==> src/rtl/sflash_front.sv <==
module sflash_front #(
  parameter int ADDR_W    = 17,
  parameter int PROG_CYC  = 3500,
  parameter int ERASE_CYC = 400000
) (
  input  logic              clk,
  input  logic              rst_n,
  input  logic              cs_n,
  input  logic              sck,
  input  logic              si,
  input  logic              wp_n,
  input  logic              hw_rst_n,
  output logic              so,
  output logic              so_en,
  output logic [ADDR_W-1:0] mem_addr,
  output logic [7:0]        mem_wdata,
  output logic              mem_prog,
  output logic              mem_erase,
  input  logic [7:0]        mem_rdata
);
  localparam int MAXC  = (PROG_CYC > ERASE_CYC) ? PROG_CYC : ERASE_CYC;
  localparam int CNT_W = $clog2(MAXC + 1);

  typedef enum logic [2:0] {M_IGN, M_RD, M_PG, M_ER, M_ST} mode_t;

  logic sck_d1, sck_d2, si_d1, cs_d1, cs_d2;
  logic [2:0] bcnt, cyc, ocnt;
  logic [7:0] sh, osh, wdata;
  logic [ADDR_W-9:0] a_hi;
  logic [ADDR_W-1:0] addr;
  mode_t mode;
  logic armed, dphase, busy, pend_er, so_r;
  logic [CNT_W-1:0] cnt;

  wire rise = sck_d1 & ~sck_d2;
  wire fall = ~sck_d1 & sck_d2;
  wire cs_up = cs_d1 & ~cs_d2;
  wire [7:0] shn = {sh[6:0], si_d1};
  wire [ADDR_W-1:0] addr_full = {a_hi, shn};
  wire [7:0] nb = (mode == M_RD) ? mem_rdata : {7'b0, ~busy};
  wire is_wr = (mode == M_PG) || (mode == M_ER);

  assign so        = so_r;
  assign so_en     = dphase;
  assign mem_addr  = addr;
  assign mem_wdata = wdata;

  always_ff @(posedge clk or negedge rst_n) begin
    if (!rst_n) begin
      sck_d1 <= 1'b0; sck_d2 <= 1'b0; si_d1 <= 1'b0;
      cs_d1 <= 1'b1; cs_d2 <= 1'b1;
      bcnt <= '0; cyc <= '0; ocnt <= '0;
      sh <= '0; osh <= '0; wdata <= '0; a_hi <= '0; addr <= '0;
      mode <= M_IGN; armed <= 1'b0; dphase <= 1'b0;
      busy <= 1'b0; pend_er <= 1'b0; cnt <= '0; so_r <= 1'b0;
      mem_prog <= 1'b0; mem_erase <= 1'b0;
    end else begin
      sck_d1 <= sck; sck_d2 <= sck_d1; si_d1 <= si;
      cs_d1 <= cs_n; cs_d2 <= cs_d1;
      mem_prog <= 1'b0;
      mem_erase <= 1'b0;

      if (busy) begin
        if (cnt == '0) begin
          busy <= 1'b0;
          if (pend_er) mem_erase <= 1'b1;
          else         mem_prog  <= 1'b1;
        end else begin
          cnt <= cnt - 1'b1;
        end
      end

      if (cs_d1) begin
        bcnt <= '0; cyc <= '0; ocnt <= '0;
        mode <= M_IGN; armed <= 1'b0; dphase <= 1'b0;
        if (cs_up && armed && wp_n && hw_rst_n && !busy) begin
          busy    <= 1'b1;
          pend_er <= (mode == M_ER);
          cnt     <= (mode == M_ER) ? CNT_W'(ERASE_CYC - 1) : CNT_W'(PROG_CYC - 1);
        end
      end else begin
        if (rise && !dphase) begin
          sh   <= shn;
          bcnt <= bcnt + 1'b1;
          if (bcnt == 3'd7) begin
            if (cyc != 3'd7) cyc <= cyc + 1'b1;
            case (cyc)
              3'd0: begin
                if (busy) begin
                  if (shn == 8'hFF) begin
                    busy <= 1'b0; cnt <= '0;
                    mem_prog <= 1'b0; mem_erase <= 1'b0;
                    mode <= M_IGN;
                  end else if (shn == 8'h9F) begin
                    mode <= M_ST; dphase <= 1'b1;
                  end else begin
                    mode <= M_IGN;
                  end
                end else begin
                  case (shn)
                    8'hFF:   mode <= M_RD;
                    8'h10:   mode <= M_PG;
                    8'h20:   mode <= M_ER;
                    8'h9F:   begin mode <= M_ST; dphase <= 1'b1; end
                    default: mode <= M_IGN;
                  endcase
                end
              end
              3'd1: if (is_wr || mode == M_RD) a_hi[ADDR_W-9:8] <= shn[ADDR_W-17:0];
              3'd2: if (is_wr || mode == M_RD) a_hi[7:0] <= shn;
              3'd3: begin
                if (mode == M_ER)      addr <= {addr_full[ADDR_W-1:8], 8'h00};
                else if (mode != M_IGN && mode != M_ST) addr <= addr_full;
              end
              3'd4: begin
                if (mode == M_PG) begin
                  if (shn == 8'hFF) mode <= M_IGN;
                  else              wdata <= shn;
                end else if (mode == M_ER && shn != 8'hD0) begin
                  mode <= M_IGN;
                end
              end
              3'd5: begin
                if (mode == M_RD) dphase <= 1'b1;
                if (is_wr)        armed  <= 1'b1;
              end
              default: ;
            endcase
          end
        end

        if (fall && dphase) begin
          ocnt <= ocnt + 1'b1;
          if (ocnt == 3'd0) begin
            so_r <= nb[7];
            osh  <= {nb[6:0], 1'b0};
            if (mode == M_RD) addr <= addr + 1'b1;
          end else begin
            so_r <= osh[7];
            osh  <= {osh[6:0], 1'b0};
          end
        end
      end
    end
  end

  a_r6_quiet_when_deselected: assert property (@(posedge clk) disable iff (!rst_n)
    cs_d1 |=> !so_en);
  a_r12_exclusive_requests: assert property (@(posedge clk) disable iff (!rst_n)
    !(mem_prog && mem_erase));
  a_r12_single_cycle: assert property (@(posedge clk) disable iff (!rst_n)
    (mem_prog || mem_erase) |=> !(mem_prog || mem_erase));
  a_r3_commit_at_interval_end: assert property (@(posedge clk) disable iff (!rst_n)
    (mem_prog || mem_erase) |-> ($past(busy) && !busy));
  a_r9_start_needs_enables: assert property (@(posedge clk) disable iff (!rst_n)
    $rose(busy) |-> $past(wp_n && hw_rst_n));
  a_r10_no_start_while_selected: assert property (@(posedge clk) disable iff (!rst_n)
    $rose(busy) |-> $past(cs_d1));

endmodule

==> config.mk <==
export PLATFORM = sky130hd
export DESIGN_NAME = sflash_front
export DESIGN_NICKNAME = d
export VERILOG_FILES = /design/src/rtl/sflash_front.sv
export SDC_FILE = /design/constraint.sdc
export NUM_CORES = 1
export LEC_CHECK = 0
export ABC_AREA = 1
export BUFFER_PORTS_ARGS = -buffer_cell sky130_fd_sc_hd__buf_4
export CAP_MARGIN = 15
export CORE_MARGIN = 5
export CORE_UTILIZATION = 29
export DETAILED_ROUTE_END_ITERATION = 6
export SETUP_SLACK_MARGIN = 0.5
export SYNTH_ARGS = -nofsm -noshare
export SYNTH_HDL_FRONTEND = slang
export SYNTH_SLANG_ARGS = --single-unit
export TNS_END_PERCENT = 5
==> constraint.sdc <==
create_clock -name clk -period 2 [get_ports clk]
set_input_delay 0.1 -clock clk [delete_from_list [all_inputs] [get_ports clk]]
set_output_delay 0.1 -clock clk [all_outputs]
set_load 0.02 [all_outputs]
**Word level (Yosys, flattened, before mapping)**

Index checks and enable logic that the tools add are counted.

- Register bits: 92
- Logic and storage cells: 171

- Add/sub/neg operators: 5
- Eq/ne operators: 20
- Muxes and demuxes: 80
- Bitwise operators: 9
- Reduce and logical (&&, ||, !) cells: 34

Operator list:

| operator | count |
|---|---|
| 19-bit 2-to-1 mux | 10 |
| 17-bit 2-to-1 mux | 8 |
| 3-bit 2-to-1 mux | 17 |
| 1-bit 2-to-1 mux | 40 |
| 5-bit AND reduction | 4 |
| 19-bit zero test | 1 |
| 19-bit by 1-bit subtractor with 19-bit output, second input constant | 1 |
| 17-bit by 1-bit adder with 17-bit output, second input constant | 1 |
| 8-bit == test, second input constant | 2 |
| 8-bit 2-to-1 mux | 2 |
| 3-bit by 2-bit == test with 1-bit output, second input constant | 4 |
| 4-bit != test, second input constant | 3 |
| 3-bit one-hot mux with 4 select lines | 1 |
| 2-bit nonzero test | 6 |
| 3-bit by 1-bit adder with 3-bit output, second input constant | 3 |
| 3-bit == test, second input constant | 3 |
| 3-bit != test, second input constant | 3 |
| 3-bit nonzero test | 3 |
| 8-bit by 5-bit == test with 1-bit output, second input constant | 1 |
| 8-bit by 6-bit == test with 1-bit output, second input constant | 1 |
| 1-bit logical AND | 8 |
| 8-bit != test, second input constant | 1 |
| 3-bit by 1-bit == test with 1-bit output, second input constant | 2 |
| 3-bit zero test | 2 |
| other kinds (10) | 21 |

**Logic depth before layout (Yosys ltp)**

Gate-level depths: netlist (run 1).

- Depth in word-level cells: 10
- Depth in mapped cells: 12
- Mapped depth without buffers: 12

**Least setup slack after synthesis (run 1)**

No wires, ideal clock.

- Path kind: reg2reg
- Start point: reg bcnt[0]
- End point: reg addr[7] (netlist: mem_addr[7])
- Arrival: 1.535 ns
- Required time: 1.887 ns
- Path slack: 0.352 ns
- Stages on the path, launching flop included: 12
- Cell sequence: dfrtp_1 > ha_1 > ha_1 > nand3_1 > inv_2 > nand3_1 > buf_2 > nand2_1 > nand3_1 > nand3_1 > nand2_1 > inv_1

- Word-level cells in the longest chain between the ends: 6

RTL lines:

| element | RTL line | RTL |
|---|---|---|
| from (decl) | 27 | `logic [2:0] bcnt, cyc, ocnt;` |
| from (signal assigned) | 84 | `bcnt <= bcnt + 1'b1;` |
| 3-bit == test (*) | 85 | `if (bcnt == 3'd7) begin` |
| 17-bit 2-to-1 mux (*) | 85 |  |
| 17-bit 2-to-1 mux (*) | 82 | `if (rise && !dphase) begin` |
| 17-bit 2-to-1 mux | 137 | `if (mode == M_RD) addr <= addr + 1'b1;` |
| 17-bit 2-to-1 mux | 134 | `if (ocnt == 3'd0) begin` |
| 17-bit 2-to-1 mux (*) | 132 | `if (fall && dphase) begin` |
| to (signal assigned) | 112 | `if (mode == M_ER) addr <= {addr_full[ADDR_W-1:8], 8'h00};` |
| to (signal assigned) | 113 | `else if (mode != M_IGN && mode != M_ST) addr <= addr_full;` |
| to (signal assigned) | 137 |  |
| to (decl) | 30 | `logic [ADDR_W-1:0] addr;` |

Mark *: on every way between the ends. The rest lies on a longest branch, timed or not.
A chain may end at the register's enable or synchronous reset.

**Worst setup path after layout (run 1)**

- Start point: reg bcnt[0]
- End point: reg addr[15] (netlist: mem_addr[15])

Same word-level chain as after synthesis.

==> summary.md, run 1 <==
| Metric | Value |
|---|---|
| IO Port Bufs | 43 |
| Post-route ant nets | 0 |
| Measured slew at the worst slew-check pin | roughly 0.42 ns |
| Data arrival time at the worst-slack endpoint | a little under 2 ns |
| Met1 track utilization from global routing | around 18% |
| Peak ir drop on the vdd network | 0.407 mV |
| Post-synthesis cell type count | 42 |
| Die X | approximately 150 microns |
| Lkg Pwr | 3.27 nW |
| Fraction of power consumed by sequential logic | ~43% |
| Aggregate global routing overflow | 0 |
| Highest-utilization routing layer at the global route stage | met2 |
| Final net count | slightly above 800 |
| Final Cell Area | approximately 7000 sq um |
| I/O Pins | 44 |
| Final RePlAce weighted congestion | ~0.83 |
| Number of DRC markers in iteration 0 | 270 |
| Wire length per cell | around 14 microns |
| Buffer levels on the longest clock path | 2 |
| GRT met3 Usage | a little over 3% |
| Largest net degree at the start of global routing | 46 |
| Level count of the clock H-tree | 3 |
| Async S/R FF share, synth | 100% |
| Syn. warnings | 0 |
| Clock transition at path regs | 0.07 ns |
| Kind of critical path | reg2reg |
| Total number of placement rows | just under 50 |
| Startpoint kind of the worst setup timing path | register |
| Number of remaining DRC errors | 0 |
| Die area | roughly 21,000 sq um |
| All-Layer GR Usage | approximately 14% |
| Logic gate share of total power | between 20% and 30% |
| Max-Cap Viols | 0 |
| Number of vias in the routed layout | roughly 5,000 |
| Number of hold violations in the final report | 0 |
| Largest driver fanout on the critical path | 5 |
| Floorplan core area | 18,100 sq um |
| Cells after synthesis | a little over 700 |
| Count of final setup violators | 0 |
| Library cell appearing most often on the critical path | sky130_fd_sc_hd__nand2_1 |
| Synthesized cell area | 5350 sq um |
| Most frequent standard cell in the layout excluding fill and tap cells | sky130_fd_sc_hd__nand2_1 |
| Cell area after placement | around 6000 sq um |
| Post-Syn Area per Cell | between 7 and 8 sq um |
| Share of power burned in the clock network | 34.7% |
| Final total negative setup slack | 0 ns |
| Ratio of final minimum period to clock period | between 80% and 90% |
| Master cell of the clock root buffer | sky130_fd_sc_hd__clkbuf_16 |
| Internal | around 3.3 mW |
| Detail Placement HPWL | about 10,000 microns |
| Clk_skew | around 0.018 ns |
| Routing usage on met2 | 22.1% |
| Count of flip-flops with a built-in enable after synthesis | 0 |
| Number of buffers created by CTS | 9 |
| Power density relative to cell area | between 700 and 800 nW/um^2 |
| Antenna violations before repair | 0 |
| Drt total wl | around 15,000 microns |
| Main flop type after synthesis | sky130_fd_sc_hd__dfrtp_1 |
| Vias per cell | 4.86 |
| Net load switching power | around 1.7 mW |
| Number of detailed-routing iterations run before antenna repair | 4 |
| Layout cell share with drive strength beyond 1 | a little over a quarter |
| Type of the tightest min-delay check | in2reg |
| Net count after synthesis | 743 |
| Setup repair after global routing missed its margin | yes |
| Final worst path period need | roughly 1.7 ns |
| Overall die height | between 100 and 150 microns |
| Worst skew pair latency | between 0.3 and 0.4 ns |
| Growth of design area from synthesis to finish | 29.6% |
| Tightest slew margin relative to the limit | 72.1% |
| Highest clock frequency the design can meet | about 600 MHz |
| Stage delay of the slowest cell on the critical path | 0.40 ns |
| Leading cell types in the layout, fill and taps excluded | 181 x sky130_fd_sc_hd__nand2_1, 80 x sky130_fd_sc_hd__dfrtp_1, 79 x sky130_fd_sc_hd__buf_4 |
| Vias in the first global route | 4,565 |
| Kind of capture point of the worst setup path | register |
| Number of sinks on the clock net | 91 |
| Global-route wire length before repair | between 20,000 and 25,000 microns |
| Outcome | finished, final reports clean |
| TritonCTS clock tree | yes |
| Switching portion of total power | 34.4% |
| Sequential element share of the synthesized area | 42.6% |
| Effective utilization at floorplan | 29.6% |
| Count of inserted antenna diode cells | 0 |
| Pins over their slew limit | 0 |
| Critical-path cell with the highest stage delay | sky130_fd_sc_hd__dfrtp_1 |
| Worst Path Required | roughly 2.3 ns |
| Number of flip-flops and latches in the synthesized netlist | a little over 90 |
| Critical path cell sequence | ha_4 -> ha_4 -> nand3_4 -> inv_4 -> nand2_4 -> buf_4 -> nor2_2 -> nand2_1 -> nand3_1 -> nand2_1 -> inv_1 -> nand2_1 -> nand2_1 |
## synthesized netlist by cell type, drive strengths merged (5+ instances only)
master | number | share of area [%]
nand4 | 13 | 1.6
nand2 | 198 | 14
o211ai | 5 | 0.70
nor2 | 66 | 5.9
xor2 | 10 | 1.6
buf | 18 | 1.9
dfrtp | 89 | 42
o21ai | 73 | 7.4
inv | 85 | 6.0
nor3 | 16 | 1.9
nand3 | 81 | 7.8
a22oi | 7 | 0.98
a21oi | 18 | 1.7
ha | 13 | 3.0
## path summary, 6_finish.rpt
path	start	endpoint	slack [ns]	cells past startpoint
max	bcnt[0]	mem_addr[15]	0.31	13
min	mem_rdata[6]	osh[7]	0.02	3
max reg2reg	bcnt[0]	mem_addr[15]	0.31	13
min reg2reg	pend_er	mem_prog	0.46	1
max in group asynchronous	rst_n	cnt[8]	1.11	3
min in group asynchronous	rst_n	mem_addr[0]	0.17	2
## worst max-delay path, delay by kind of cell (launching register included)
family / cells / cell delay (ns)
DFF: 1 / 0.40
adders and majority gates: 2 / 0.30
and+or+nand+nor: 8 / 0.65
buffers and inverters: 3 / 0.29
## metal layers
metal  part of all wire [%]  wire length, microns
met1                     47                  6870
met2                     48                  7130
met3                    3.8                   558
met4                    1.4                   210
met5                      0                     0
## flip-flops by register name (all words and copies together), names as in the netlist, 3 cells and up
name,count
a_hi,9
sh,7
mode,3
cnt,19
bcnt,3
osh,7
mem_wdata,8
ocnt,3
mem_addr,17
cyc,3
## stage by stage
stage | util [%] | cells | hold WS [ns] | power, mW | setup slack (ns)
floorplan | - | 715 | -0.196 | 2.86 | 0.412
global placement | 33.3 | 982 | -0.0110 | 3.13 | 0.171
detailed placement | 33.3 | 982 | -0.0174 | 3.15 | 0.120
CTS | 36.7 | 1022 | 0.00969 | 4.94 | 0.348
global route | 38.3 | 1034 | 0.0336 | 5.27 | 0.232
finish | 38.3 | 1034 | 0.0224 | 4.98 | 0.306
## power by group through the flow
| stage | Clock (mW) | Combinational, mW | Sequential, mW |
|---|---|---|---|
| floorplan | 0 | 0.738 | 2.13 |
| global placement | 0 | 0.967 | 2.16 |
| detailed placement | 0 | 0.982 | 2.16 |
| CTS | 1.79 | 1.02 | 2.12 |
| global route | 1.85 | 1.25 | 2.17 |
| finish | 1.73 | 1.10 | 2.15 |
## kinds of logic (layout without fill, tap and decap cells)
logic type	after synthesis	count (layout)	synth area share [%]
DFF	91	91	42.6
xor gates and xnor gates	10	10	1.64
and+or+nand+nor	384	387	32.8
buffers and inverters	107	194	8.19
AOI/OAI and AO/OA	110	110	11.7
adders and majority gates	13	13	3.04
## layout make-up
cell class,count,area [sq um]
Sequential cell,91,2290
Clock buffer,9,225
Multi-Input combinational cell,520,3000
Tap cell,229,287
Fill cell,1817,11200
Inverter,87,338
Timing Repair Buffer,91,724
Clock inverter,7,65.1
## what timing repair did
item                                    in CTS  in global routing
hold buffers                                 5                  0
endpoints found under the hold margin       64                  0
setup buffers                               16                 10
pin swaps                                   11                 18
endpoints found under the setup margin      67                 72
gates resized for setup                     32                 54
cloned                                       3                  2
No activity file was read; power rests on OpenSTA's default activity.
==> run 2: changes to the inputs <==
==> constraint.sdc (replaced) <==
create_clock -name clk -period 1.45 [get_ports clk]
set_input_delay 0.0725 -clock clk [delete_from_list [all_inputs] [get_ports clk]]
set_output_delay 0.0725 -clock clk [all_outputs]
set_load 0.02 [all_outputs]
==> summary.md, run 2 (same netlist as run 1, synthesis figures left out) <==
| Metric | Value |
|---|---|
| Worst Path Required | 1.68 ns (-0.62 ns) |
| Growth of design area from synthesis to finish | 46.7% |
| Power, Total | 7.37 mW (+48%) |
| Drt total wl | 15,800 microns (+7.0%) |
| Logic gate share of total power | 27.7% (+5.6 points) |
| Leading cell types in the layout, fill and taps excluded | 175 x sky130_fd_sc_hd__nand2_1, 141 x sky130_fd_sc_hd__buf_4, 87 x sky130_fd_sc_hd__dfrtp_1 |
| Stage delay of the slowest cell on the critical path | 0.35 ns (-0.05 ns) |
| Pins over their slew limit | 0 (unchanged) |
| Internal | 5.02 mW (+54%) |
| Most flops, register | cnt |
| Level count of the clock H-tree | 3 (unchanged) |
| Type of the tightest min-delay check | in2reg |
| Overall die height | 146 microns (unchanged) |
| Flip-flop count of the largest register after layout | 19 (unchanged) |
| Number of buffers created by CTS | 9 (unchanged) |
| Global-route wire length before repair | 25,900 microns (+9.6%) |
| Fraction of the core area covered by cells at the end of the flow | 43.4% (+5.1 points) |
| Post-route ant nets | 0 (unchanged) |
| Critical path cell sequence | ha_2 -> ha_4 -> nand3_4 -> inv_4 -> nand2_4 -> nor2_4 -> buf_6 -> o21ai_1 -> o21ai_1 -> o21ai_1 |
| Max-Cap Viols | 0 (unchanged) |
| Outcome | finished, violations left |
| Number of DRC markers in iteration 0 | 338 (+25%) |
| Kind of critical path | reg2reg |
| Most frequent standard cell in the layout excluding fill and tap cells | sky130_fd_sc_hd__nand2_1 |
| Final RePlAce weighted congestion | 0.904 (+8.4%) |
| Worst skew pair latency | 0.35 ns (about the same) |
| Register area | 2280 sq um (-0.38%) |
| Number of detailed-routing iterations run before antenna repair | 5 (+1) |
| Fill cells | 1,785 (-1.8%) |
| Tightest slew margin relative to the limit | 76.2% (+4.1 points) |
| Setup repair after global routing missed its margin | yes |
| Setup slack of the critical path after layout | -0.188 ns (-0.494 ns) |
| Count of inserted antenna diode cells | 0 (unchanged) |
| Measured slew at the worst slew-check pin | 0.355 ns (-0.0638 ns) |
| Library cell appearing most often on the critical path | sky130_fd_sc_hd__o21ai_1 |
| Startpoint kind of the worst setup timing path | register |
| Switching portion of total power | 31.8% (-2.6 points) |
| Lkg Pwr | 3.81 nW (+16%) |
| I/O Pins | 44 (unchanged) |
| Failing checks | negative setup slack |
| Effective utilization at floorplan | 29.6% (unchanged) |
| Largest driver fanout on the critical path | 6 (+1) |
| Vias per cell | 4.69 (-3.5%) |
| Final net count | 931 (+12%) |
| Kind of capture point of the worst setup path | register |
| Final worst path period need | 1.64 ns (-0.0558 ns) |
| Number of sinks on the clock net | 91 (unchanged) |
| Die area | 21,300 sq um (unchanged) |
| Vias in the first global route | 5,195 (+14%) |
| Layout cell share with drive strength beyond 1 | 35.1% (+8.8 points) |
| Number of vias in the routed layout | 5,330 (+6.2%) |
| Clock transition at path regs | 0.06 ns (about the same) |
| Aggregate global routing overflow | 0 (unchanged) |
| All-Layer GR Usage | 14.9% (+1.3 points) |
| Total number of placement rows | 49 (unchanged) |
| Largest net degree at the start of global routing | 57 (+24%) |
| Highest clock frequency the design can meet | 611 MHz (+3.4%) |
| TritonCTS clock tree | yes |
| Area occupied by multi-input gates | 2910 sq um (-3.0%) |
| Floorplan core area | 18,100 sq um (unchanged) |
| Fraction of power consumed by sequential logic | 38.9% (-4.3 points) |
| Number of hold violations in the final report | 0 (unchanged) |
| Peak ir drop on the vdd network | 0.611 mV (+50%) |
| Die X | 146 microns (unchanged) |
| Buffer levels on the longest clock path | 2 (unchanged) |
| Net load switching power | 2.34 mW (+37%) |
| Share of power burned in the clock network | 33.4% (-1.3 points) |
| Power density relative to cell area | 939 nW/um^2 (+31%) |
| Wire length per cell | 13.9 microns (-2.7%) |
| Detail Placement HPWL | 11,500 microns (+15%) |
| Clk_skew | 0.0113 ns (-0.00666 ns) |
| Ratio of final minimum period to clock period | 113% (+28 points) |
| Antenna violations before repair | 0 (unchanged) |
| Critical-path cell with the highest stage delay | sky130_fd_sc_hd__dfrtp_1 |
| IO Port Bufs | 43 (unchanged) |
| Count of final setup violators | 54 (+54) |
| Number of remaining DRC errors | 0 (unchanged) |
| Master cell of the clock root buffer | sky130_fd_sc_hd__clkbuf_16 |
| Data arrival time at the worst-slack endpoint | 1.86 ns (-0.13 ns) |
## run 2: worst max-delay path, delay by kind of cell (launching register included)
family                     cells  cell delay, ns
AOI/OAI and AO/OA              3            0.25
adders and majority gates      2            0.33
buffers and inverters          2            0.25
DFF                            1            0.35
and+or+nand+nor                3            0.33
## run 2: through the flow
step | hold WS (ns) | setup TNS (ns) | worst slack, ns | area, sq um | cells
after floorplan | -0.223 | -3.55 | -0.138 | 5420 | 715
after global placement | -0.0177 | -5.46 | -0.219 | 6960 | 1101
after detailed placement | -0.0121 | -7.13 | -0.220 | 6960 | 1101
after CTS | 0.00276 | -3.61 | -0.170 | 7640 | 1131
after global routing | 0.0259 | -10.89 | -0.319 | 7850 | 1137
final | 0.0198 | -4.23 | -0.188 | 7850 | 1137
## run 2: path summary, 6_finish.rpt
kind	from	endpoint	slack (ns)	cells after the start
worst max-delay path	bcnt[0]	mem_addr[3]	-0.19	10
worst min-delay path	mem_rdata[3]	osh[4]	0.02	3
worst max register to register	bcnt[0]	mem_addr[3]	-0.19	10
worst min register to register	pend_er	mem_prog	0.42	1
max in group asynchronous	rst_n	cs_d2	0.64	3
min in group asynchronous	rst_n	so	0.17	2
## run 2: routing by layer
layer	share of wire (%)	vias up	wire length, microns	track usage, %
li1	-	2717	-	-
met1	46	2493	7230	19.8
met2	48	103	7640	24.2
met3	4.4	17	696	3.27
met4	1.5	0	239	5.03
met5	0	-	0	0
## run 2: final cells by class
class | instances | share of cell area [%]
clock inverters | 6 | 0.893
multi-input cells | 517 | 37.1
well taps | 229 | 3.65
inverters | 87 | 4.24
flip-flops and latches | 91 | 29.1
repair buffers | 197 | 22.0
clock buffers | 10 | 3.05
## run 2: repair_timing
action,4_1_cts,5_1_grt
gates cloned,1,1
endpoints found under the setup margin,116,115
hold buffers,9,0
resized for setup,75,40
pin swaps,18,12
setup buffers,4,5
hold endpoints to repair,98,0
## run 2: power groups by stage
stage | combinational [mW] | sequential (mW) | clock (mW)
floorplan | 1.02 | 2.93 | 0
global placement | 1.87 | 2.90 | 0
detailed placement | 1.90 | 2.90 | 0
CTS | 1.97 | 2.86 | 2.56
global route | 2.30 | 2.89 | 2.65
finish | 2.04 | 2.87 | 2.46
==> run 3: changes to the inputs <==
==> constraint.sdc (replaced) <==
create_clock -name clk -period 1.45 [get_ports clk]
set_input_delay 0.3625 -clock clk [delete_from_list [all_inputs] [get_ports clk]]
set_output_delay 0.3625 -clock clk [all_outputs]
set_load 0.02 [all_outputs]
==> summary.md, run 3 (same netlist as run 1, synthesis figures left out) <==
| Metric | Value |
|---|---|
| I/O Pins | 44 (unchanged) |
| Number of vias in the routed layout | 5,368 (+0.71%) |
| Share of power burned in the clock network | 32.8% (-0.6 points) |
| Highest clock frequency the design can meet | 590 MHz (-3.4%) |
| Count of inserted antenna diode cells | 0 (unchanged) |
| Aggregate global routing overflow | 0 (unchanged) |
| Worst Path Required | 1.74 ns (+0.06 ns) |
| Final net count | 924 (-0.75%) |
| Master cell of the clock root buffer | sky130_fd_sc_hd__clkbuf_16 |
| Worst skew pair latency | 0.35 ns (about the same) |
| Number of remaining DRC errors | 0 (unchanged) |
| Power, Total | 7.28 mW (-1.1%) |
| Vias per cell | 4.75 (+1.3%) |
| Setup slack of the critical path after layout | -0.246 ns (-0.0582 ns) |
| Fraction of the core area covered by cells at the end of the flow | 43.1% (-0.25 points) |
| Kind of capture point of the worst setup path | register |
| Placed Instances | 1,100 (-0.091%) |
| Largest driver fanout on the critical path | 6 (unchanged) |
| Die area | 21,300 sq um (unchanged) |
| Buffers plus inverters on the worst setup path | 3 (+1) |
| Peak ir drop on the vdd network | 0.549 mV (-10%) |
| Measured slew at the worst slew-check pin | 0.391 ns (+0.0366 ns) |
| Startpoint kind of the worst setup timing path | register |
| Buffer levels on the longest clock path | 2 (unchanged) |
| Logic gate share of total power | 27.9% (+0.2 points) |
| Hold_sp | si |
| Outcome | finished, violations left |
| Effective utilization at floorplan | 29.6% (unchanged) |
| Internal | 4.85 mW (-3.5%) |
| Data arrival time at the worst-slack endpoint | 1.98 ns (+0.12 ns) |
| Leading cell types in the layout, fill and taps excluded | 178 x sky130_fd_sc_hd__nand2_1, 147 x sky130_fd_sc_hd__buf_4, 86 x sky130_fd_sc_hd__dfrtp_1 |
| Final RePlAce weighted congestion | 0.901 (-0.35%) |
| Global-route wire length before repair | 25,800 microns (-0.42%) |
| Number of detailed-routing iterations run before antenna repair | 5 (unchanged) |
| Final total negative setup slack | -6.61 ns (-2.38 ns) |
| Number of sinks on the clock net | 91 (unchanged) |
| TritonCTS clock tree | yes |
| Final worst path period need | 1.70 ns (+0.0582 ns) |
| Antenna violations before repair | 0 (unchanged) |
| Total number of placement rows | 49 (unchanged) |
| Type of the tightest min-delay check | in2reg |
| Clk_skew | 0.0115 ns (+0.000128 ns) |
| Lkg Pwr | 3.79 nW (-0.50%) |
| Floorplan core area | 18,100 sq um (unchanged) |
| Crit. Startpoint | bcnt[0] |
| Fin Hold WS | 0.113 ns (+0.0931 ns) |
| Growth of design area from synthesis to finish | 45.9% |
| Number of buffers created by CTS | 9 (unchanged) |
| Power density relative to cell area | 933 nW/um^2 (-0.58%) |
| Pre-CTS setup slack | -0.212 ns (+0.00873 ns) |
| Vias in the first global route | 5,154 (-0.79%) |
| Net load switching power | 2.44 mW (+3.9%) |
| Setup repair after global routing missed its margin | yes |
| Ratio of final minimum period to clock period | 117% (+4.0 points) |
| Layout cell share with drive strength beyond 1 | 36.0% (+0.83 points) |
| Flip-flop count of the largest register after layout | 19 (unchanged) |
| Pins over their slew limit | 0 (unchanged) |
| Most flops, register | cnt |
| Final Cell Area | 7800 sq um (-0.57%) |
| Overall die height | 146 microns (unchanged) |
| Kind of critical path | reg2reg |
| Cell area after placement | 6960 sq um (about the same) |
| Family with the most delay on the worst path | simple AND/OR/NAND/NOR gates |
| Switching portion of total power | 33.4% (+1.6 points) |
| Critical path cell sequence | ha_2 -> ha_4 -> nand3_4 -> inv_4 -> nand2_4 -> nor2_4 -> buf_6 -> buf_6 -> nand3_2 -> o21ai_1 -> nand3_1 -> nand3_1 |
| Number of hold violations in the final report | 0 (unchanged) |
| Failing checks | negative setup slack |
| Number of DRC markers in iteration 0 | 401 (+19%) |
| Drt total wl | 15,500 microns (-1.7%) |
| Die X | 146 microns (unchanged) |
| Detail Placement HPWL | 11,300 microns (-2.1%) |
| Fraction of power consumed by sequential logic | 39.3% (+0.4 points) |
| All-Layer GR Usage | 14.7% (-0.17 points) |
| Post-route ant nets | 0 (unchanged) |
| Level count of the clock H-tree | 3 (unchanged) |
| Largest net degree at the start of global routing | 57 (unchanged) |
| Count of placed standard cells in the final layout, fillers left out | 1,130 (-0.62%) |
| Wire length per cell | 13.8 microns (-1.1%) |
| Stage delay of the slowest cell on the critical path | 0.37 ns (+0.02 ns) |
| IO Port Bufs | 43 (unchanged) |
| Critical-path cell with the highest stage delay | sky130_fd_sc_hd__dfrtp_1 |
| Tightest slew margin relative to the limit | 73.7% (-2.5 points) |
| Clock transition at path regs | 0.08 ns (+0.02 ns) |
| Count of final setup violators | 62 (+15%) |
| Worst flop-to-flop path startpoint | bcnt[0] |
| Most frequent standard cell in the layout excluding fill and tap cells | sky130_fd_sc_hd__nand2_1 |
| Max-Cap Viols | 0 (unchanged) |
## run 3: changes by cell type in the layout (fill, tap and decap cells not counted), sizes merged
cell	delta
clkinvlp	-1
clkinv	+1
bufinv	-1
clkbuf	-2
inv	+2
buf	+1
dlygate4sd3	-8
nand3	+1
## run 3: layout make-up
type | instances | area (sq um)
Clock buffer | 9 | 225
Clock inverter | 7 | 78.8
Fill cell | 1759 | 10300
Inverter | 87 | 330
Multi-Input combinational cell | 518 | 2960
Sequential cell | 91 | 2280
Tap cell | 229 | 287
Timing Repair Buffer | 189 | 1640
## run 3: repair_timing
| action | CTS | global route |
|---|---|---|
| setup buffers | 4 | 7 |
| gates cloned | 2 | 0 |
| resized for setup | 63 | 49 |
| endpoints found under the setup margin | 116 | 119 |
| hold buffers | 1 | 0 |
| pin swaps | 13 | 11 |
| hold endpoints to repair | 34 | 0 |
## run 3: power by group through the flow
stage / combinational (mW) / sequential, mW / clock (mW)
after floorplan: 1.02 / 2.93 / 0
after global placement: 1.88 / 2.90 / 0
after detailed placement: 1.89 / 2.90 / 0
after CTS: 1.94 / 2.86 / 2.49
after global routing: 2.28 / 2.88 / 2.58
final: 2.03 / 2.86 / 2.39
## run 3: metal layers
metal	GRT usage, %	routed length [microns]
met2	24.2	7590
met5	0	0
met3	3.71	805
met4	4.13	235
met1	19.3	6910
## run 3: worst reg2reg max path, delay by kind of cell, from the launching register on
| family | cells | cell delay [ns] |
|---|---|---|
| flops | 1 | 0.37 |
| compound gates | 1 | 0.08 |
| fa+ha+maj | 2 | 0.34 |
| simple gates | 6 | 0.51 |
| buf+inv | 3 | 0.33 |
## run 3: final timing paths
| path | end | slack, ns | cells past startpoint |
|---|---|---|---|
| min in group asynchronous | so | 0.55 | 3 |
| max in group asynchronous | cs_d2 | 0.56 | 3 |
| setup reg to reg | mem_addr[0] | -0.25 | 12 |
| hold reg to reg | mem_prog | 0.43 | 1 |
| setup / recovery | mem_addr[0] | -0.25 | 12 |
| hold / removal | si_d1 | 0.11 | 1 |
